## src/rtl/tef_pkg.sv

```systemverilog
package tef_pkg;
    localparam int FLAG_W   = 16;
    localparam int SH_BIT   = 15;
    localparam int OC_LO    = 11;
    localparam int IC_LO    = 8;
    localparam int TOF_BIT  = 7;
    localparam int PAOV_BIT = 5;
    localparam int PAF_BIT  = 4;
    localparam int N_OC     = 4;
    localparam int N_IC     = 3;
    localparam logic [FLAG_W-1:0] LIVE_MASK = 16'hFFB0;

    typedef enum logic [1:0] {
        EDGE_OFF  = 2'b00,
        EDGE_RISE = 2'b01,
        EDGE_FALL = 2'b10,
        EDGE_ANY  = 2'b11
    } edge_sel_e;

    typedef enum logic {
        PA_WAIT = 1'b0,
        PA_OPEN = 1'b1
    } pa_state_e;
endpackage

```

## src/rtl/tef_edge_det.sv

```systemverilog
module tef_edge_det
    import tef_pkg::*;
#(
    parameter int SYNC = 2
) (
    input  logic       clk,
    input  logic       rst_n,
    input  logic       pin,
    input  logic [1:0] sel,
    output logic       level,
    output logic       hit
);
    logic [SYNC:0] sh_q;
    logic          rise, fall;

    always_ff @(posedge clk) begin
        if (!rst_n) sh_q <= '0;
        else        sh_q <= {sh_q[SYNC-1:0], pin};
    end

    assign level = sh_q[SYNC-1];
    assign rise  = sh_q[SYNC-1] & ~sh_q[SYNC];
    assign fall  = ~sh_q[SYNC-1] & sh_q[SYNC];

    always_comb begin
        unique case (edge_sel_e'(sel))
            EDGE_OFF:  hit = 1'b0;
            EDGE_RISE: hit = rise;
            EDGE_FALL: hit = fall;
            EDGE_ANY:  hit = rise | fall;
            default:   hit = 1'b0;
        endcase
    end


    rise_settle_chk: assert property (@(posedge clk) disable iff (!rst_n)
        rise |=> sh_q[SYNC]);
endmodule

```

## src/rtl/tef_pacc_fsm.sv

```systemverilog
module tef_pacc_fsm
    import tef_pkg::*;
(
    input  logic clk,
    input  logic rst_n,
    input  logic level,
    input  logic evt_hit,
    input  logic gated,
    input  logic active_low,
    output logic pa_set
);
    pa_state_e state_q, state_d;
    logic      act;

    assign act = level ^ active_low;

    always_comb begin
        state_d = state_q;
        unique case (state_q)
            PA_WAIT: if (act)  state_d = PA_OPEN;
            PA_OPEN: if (!act) state_d = PA_WAIT;
            default: state_d = PA_WAIT;
        endcase
    end

    always_ff @(posedge clk) begin
        if (!rst_n) state_q <= PA_WAIT;
        else        state_q <= state_d;
    end

    always_comb begin
        if (gated) pa_set = (state_q == PA_OPEN) && !act;
        else       pa_set = evt_hit;
    end


    gate_close_chk: assert property (@(posedge clk) disable iff (!rst_n)
        (gated && pa_set) |=> (state_q == PA_WAIT));
endmodule

```

## src/rtl/tmr_evt_flags.sv

```systemverilog
module tmr_evt_flags
    import tef_pkg::*;
#(
    parameter int CNT_W  = 16,
    parameter int PACC_W = 8,
    parameter int SYNC   = 2
) (
    input  logic                        clk,
    input  logic                        rst_n,
    input  logic [CNT_W-1:0]            tcnt,
    input  logic [N_OC-1:0][CNT_W-1:0]  oc_cmp,
    input  logic [CNT_W-1:0]            ch5_cmp,
    input  logic                        ch5_capture,
    input  logic [N_IC:0]               cap_pin,
    input  logic [N_IC:0][1:0]          cap_edge,
    input  logic [PACC_W-1:0]           pacc,
    input  logic                        pa_pin,
    input  logic                        pa_gated,
    input  logic                        pa_active_low,
    input  logic [FLAG_W-1:0]           irq_en,
    input  logic                        clr_stb,
    input  logic [FLAG_W-1:0]           clr_mask,
    output logic [FLAG_W-1:0]           status,
    output logic                        irq
);
    localparam int N_CAP = N_IC + 1;

    logic [CNT_W-1:0]  tcnt_prev;
    logic [PACC_W-1:0] pacc_prev;
    logic [N_OC-1:0]   oc_hit;
    logic [N_CAP-1:0]  cap_hit;
    logic [N_CAP-1:0]  cap_lvl;
    logic              pa_lvl, pa_evt, pa_set;
    logic              tof_evt, paov_evt, sh_evt;
    logic [FLAG_W-1:0] set_vec, flags_q, flags_d;
    logic              irq_q;

    generate
        for (genvar i = 0; i < N_OC; i++) begin : g_oc
            assign oc_hit[i] = (tcnt == oc_cmp[i]);
        end
        for (genvar c = 0; c < N_CAP; c++) begin : g_cap
            tef_edge_det #(.SYNC(SYNC)) u_edge (
                .clk   (clk),
                .rst_n (rst_n),
                .pin   (cap_pin[c]),
                .sel   (cap_edge[c]),
                .level (cap_lvl[c]),
                .hit   (cap_hit[c])
            );
        end
    endgenerate

    tef_edge_det #(.SYNC(SYNC)) u_pa_edge (
        .clk   (clk),
        .rst_n (rst_n),
        .pin   (pa_pin),
        .sel   (pa_active_low ? EDGE_FALL : EDGE_RISE),
        .level (pa_lvl),
        .hit   (pa_evt)
    );

    tef_pacc_fsm u_pa_fsm (
        .clk        (clk),
        .rst_n      (rst_n),
        .level      (pa_lvl),
        .evt_hit    (pa_evt),
        .gated      (pa_gated),
        .active_low (pa_active_low),
        .pa_set     (pa_set)
    );

    always_ff @(posedge clk) begin
        if (!rst_n) begin
            tcnt_prev <= '0;
            pacc_prev <= '0;
        end else begin
            tcnt_prev <= tcnt;
            pacc_prev <= pacc;
        end
    end

    assign tof_evt  = (tcnt_prev == {CNT_W{1'b1}}) && (tcnt == '0);
    assign paov_evt = (pacc_prev == {PACC_W{1'b1}}) && (pacc == '0);
    assign sh_evt   = ch5_capture ? cap_hit[N_IC] : (tcnt == ch5_cmp);

    always_comb begin
        set_vec = '0;
        set_vec[SH_BIT] = sh_evt;
        for (int i = 0; i < N_OC; i++) set_vec[OC_LO + i] = oc_hit[i];
        for (int i = 0; i < N_IC; i++) set_vec[IC_LO + i] = cap_hit[i];
        set_vec[TOF_BIT]  = tof_evt;
        set_vec[PAOV_BIT] = paov_evt;
        set_vec[PAF_BIT]  = pa_set;
    end

    assign flags_d = ((flags_q & ~(clr_stb ? clr_mask : '0)) | set_vec) & LIVE_MASK;

    always_ff @(posedge clk) begin
        if (!rst_n) begin
            flags_q <= '0;
            irq_q   <= 1'b0;
        end else begin
            flags_q <= flags_d;
            irq_q   <= |(flags_q & irq_en);
        end
    end

    assign status = flags_q;
    assign irq    = irq_q;


    oc1_match_chk: assert property (@(posedge clk) disable iff (!rst_n)
        (tcnt == oc_cmp[0]) |=> status[OC_LO]);

    tof_set_chk: assert property (@(posedge clk) disable iff (!rst_n)
        tof_evt |=> status[TOF_BIT]);

    tof_clear_chk: assert property (@(posedge clk) disable iff (!rst_n)
        (clr_stb && clr_mask[TOF_BIT] && !tof_evt) |=> !status[TOF_BIT]);

    set_wins_chk: assert property (@(posedge clk) disable iff (!rst_n)
        (clr_stb && clr_mask[OC_LO] && oc_hit[0]) |=> status[OC_LO]);

    irq_drop_chk: assert property (@(posedge clk) disable iff (!rst_n)
        ((status & irq_en) == '0) |=> !irq);

    irq_raise_chk: assert property (@(posedge clk) disable iff (!rst_n)
        (|(status & irq_en)) |=> irq);
endmodule

```

## config.mk

```make
export PLATFORM = sky130hd
export DESIGN_NAME = tmr_evt_flags
export DESIGN_NICKNAME = d
export VERILOG_FILES = /design/src/rtl/tef_pkg.sv /design/src/rtl/tef_edge_det.sv /design/src/rtl/tef_pacc_fsm.sv /design/src/rtl/tmr_evt_flags.sv
export SDC_FILE = /design/constraint.sdc
export NUM_CORES = 1
export LEC_CHECK = 0
export BUFFER_PORTS_ARGS = -buffer_cell sky130_fd_sc_hd__buf_4
export CAP_MARGIN = 20
export CORE_MARGIN = 10
export CORE_UTILIZATION = 25
export CTS_BUF_LIST = sky130_fd_sc_hd__clkbuf_16
export CTS_CLUSTER_DIAMETER = 120
export CTS_CLUSTER_SIZE = 30
export DETAILED_ROUTE_END_ITERATION = 8
export HOLD_SLACK_MARGIN = 0.15
export PLACE_DENSITY = 0.62
export SYNTH_ARGS = -nofsm -noshare
export SYNTH_HDL_FRONTEND = slang
export SYNTH_HIERARCHICAL = 1
export SYNTH_SLANG_ARGS = --single-unit
```

## constraint.sdc

```tcl
create_clock -name clk -period 2.05 [get_ports clk]
set_clock_uncertainty 0.15 [all_clocks]
set_input_delay 0.205 -clock clk [delete_from_list [all_inputs] [get_ports clk]]
set_output_delay 0.205 -clock clk [all_outputs]
set_load 0.03 [all_outputs]
```

==> reports/results.ini <==
[detailed_routing]
drc=0
avgViaCountPerCell=4.448
routedWlPerCell_um=16.95
vias=2967
wirelength_um=11310
first_pass_iters=4
ant_nets=0
drt_iter0_markers=89

[final_layout]
layout_commonest_cell=buf_4
finalNonFillerCells=667
layout-drive-gt1-share_pct=31.68
layout_common_cells=buf_4 (156), xor2_1 (78), dfxtp_1 (52), dlygate4sd3_1 (52), and2_1 (37)
areaGrowthSynthToFinish_pct=60.67
nNetsFinal=688
insertedDiodeCount=0
nFillCells=1135

[hold_path]
hold_start=ch5_cmp[10]
worstHoldPathCells=4
holdPathEnd=status[15]
hp-class=in2reg

[pwr]
ir_worst_vdd_uv=336.2
power_density_nw_per_um2=544.3
p_leak_uw=0.002155

[worst_setup_path]
worstReg2RegEnd=status[8]
crit_type=reg2reg
arrival_ns=1.91
reg2reg_depth=8
worstPathRequired_ns=2.06
reg2reg_setup_slack_ns=0.15
r2r-start=g_cap[0].u_edge/sh_q[1]
worstPathMaxFanout=3
start_kind=flop
worstSetupEndpointType=flop

[clocking]
clk_path_buf_depth=2
worstSkewPairLatency_ns=0.28
post_cts_buffers=0
ctsRootBufferMaster=clkbuf_16
clock-sinks=52
cts_tree=yes
clk_pin_slew_ns=0.07
htree_levels=2
numCtsBuffers=5

[floorplan]
floorplan.initialDensity_pct=25.89
dieArea_um2=16810
coreArea_um2=11610
die_h_um=129.7
row_count=39
io_pins=172
die_w_um=129.7

[yosys]
seq_area_frac_synth_pct=34.62
synth_area_um2=3007
synth_top_area_cell=dfxtp_1
synth_warnings=6
netlist-cell-type-count=28
yosys-top-cells-area=dfxtp_1 (35%), xor2_1 (23%), and2_1 (7.7%)
synth_top_area_share_pct=34.62
synth.avg_cell_area_um2=9.139
syn_inst=329
ys_ff_latch=52

[grt]
grt_pass1_wl_um=17110
antenna_found_initial=0
grt_max_degree=42
grt_usage_pct=13.10
grt-ovfl-total=0
grt_pass1_vias=3229

[sta]
holdWs_ns=0.08901
drv_slew=0
hold_viol_final=0
finalSetupTns_ns=0
fin_crit_sh_pct=92.69
setup_viol=0
fmax_mhz=526.3
rsz0062_at_grt=no
period_minus_slack_ns=1.900

[placement]
gp_congestion=0.7949
place_inst=607
portBuffers=156
dp_hpwl_um=8768

[job]
max_cap_violations=0

[outcome]
status=complete, no violations

-- layer usage --
metal | global-route usage [%] | share of wire (%) | vias up
met2 | 23.28 | 51 | 109
met3 | 3.303 | 6.5 | 8
li1 | - | - | 1464
met4 | 4.365 | 1.6 | 0
met5 | 0 | 0 | -
met1 | 14.98 | 41 | 1386
-- state kept, by name (all words and copies together), names as in the netlist --
register and count:
status 11, pacc_prev 8, irq 1, u_pa_fsm/state_q 1
g_cap.u_edge/sh_q 12, u_pa_edge/sh_q 3, tcnt_prev 16
-- worst max-delay path by stage --
| stage | startpoint | endpoint | slack, ns | cells past startpoint |
|---|---|---|---|---|
| after floorplan | u_pa_edge/sh_q[1] | status[4] | 0.62 | 9 |
| after global placement | u_pa_edge/sh_q[1] | status[4] | 0.51 | 9 |
| after detailed placement | u_pa_edge/sh_q[1] | status[4] | 0.47 | 9 |
| after CTS | tcnt[7] | status[15] | 0.04 | 7 |
| after global routing | g_cap[1].u_edge/sh_q[1] | status[9] | 0.02 | 8 |
| final | g_cap[0].u_edge/sh_q[1] | status[8] | 0.15 | 8 |
-- final cells by class --
class | instances | area [um2] | area share, %
clock buffers | 5 | 125.1 | 2.590
clock inverters | 3 | 42.54 | 0.8806
well taps | 143 | 178.9 | 3.704
inverters | 13 | 48.80 | 1.010
flip-flops and latches | 52 | 1041 | 21.55
repair buffers | 208 | 1692 | 35.02
multi-input cells | 243 | 1703 | 35.25
-- logic make-up (layout without fill, tap and decap cells) --
group                      Yosys count  after routing  share of synthesized area (%)
AOI/OAI and AO/OA                   29             29                          5.910
xor gates and xnor gates            81             81                          23.60
adders and majority gates           10             10                          4.161
buffers and inverters               38            229                          9.238
DFF                                 52             52                          34.62
other                                1              5                         0.1247
and+or+nand+nor                    118            118                          22.35
-- where the power goes --
part | switching (uW) | internal, uW | leakage, uW
clock | 366 | 576 | 0.0000856
sequential | 16.0 | 1050 | 0.000429
combinational | 258 | 359 | 0.00164
-- synthesized netlist by cell type --
master     n
xor2_1    78
dfxtp_1   52
and2_1    37
nor4_1    26
nand2_1   21
buf_6     15
inv_1     13
nand4_1   11
ha_1      10
nor2b_1   10
o21ai_1   10
a21oi_1    8
nor2_1     7
buf_4      6
clkbuf_1   4
and2_2     3
xnor2_1    3
a221oi_1   2
a22o_1     2
a22oi_1    2
o22ai_1    2
a222oi_1   1
a31oi_1    1
a32oi_1    1
and4_1     1
conb_1     1
nand3_1    1
nor3_1     1
-- repair_timing --
action / 4_1_cts / 5_1_grt
hold buffers: 53 / 0
setup endpoints to repair: 0 / 1
gates resized for setup: 0 / 0
hold endpoints to repair: 42 / 0
-- critical path: stages (launching register included) --
cell	delay [ns]
dfxtp_1	0.34
inv_1	0.05
ha_1	0.27
nor2b_1	0.04
o21ai_1	0.12
o21ai_1	0.06
dlygate4sd3_1	0.55
a21oi_1	0.14
nor2_1	0.05
-- metrics by stage --
stage / total power (uW) / cell area (um2) / setup WS, ns / utilization [%]
global placement: 1615 / 4143 / 0.5082 / 35.67
finish: 2629 / 4831 / 0.1498 / 41.60
CTS: 2660 / 4841 / 0.04235 / 41.68
global route: 2761 / 4831 / 0.01833 / 41.60
floorplan: 1362 / 3022 / 0.6205 / -
detailed placement: 1632 / 4143 / 0.4662 / 35.67
(Power assumes the default switching activity.)
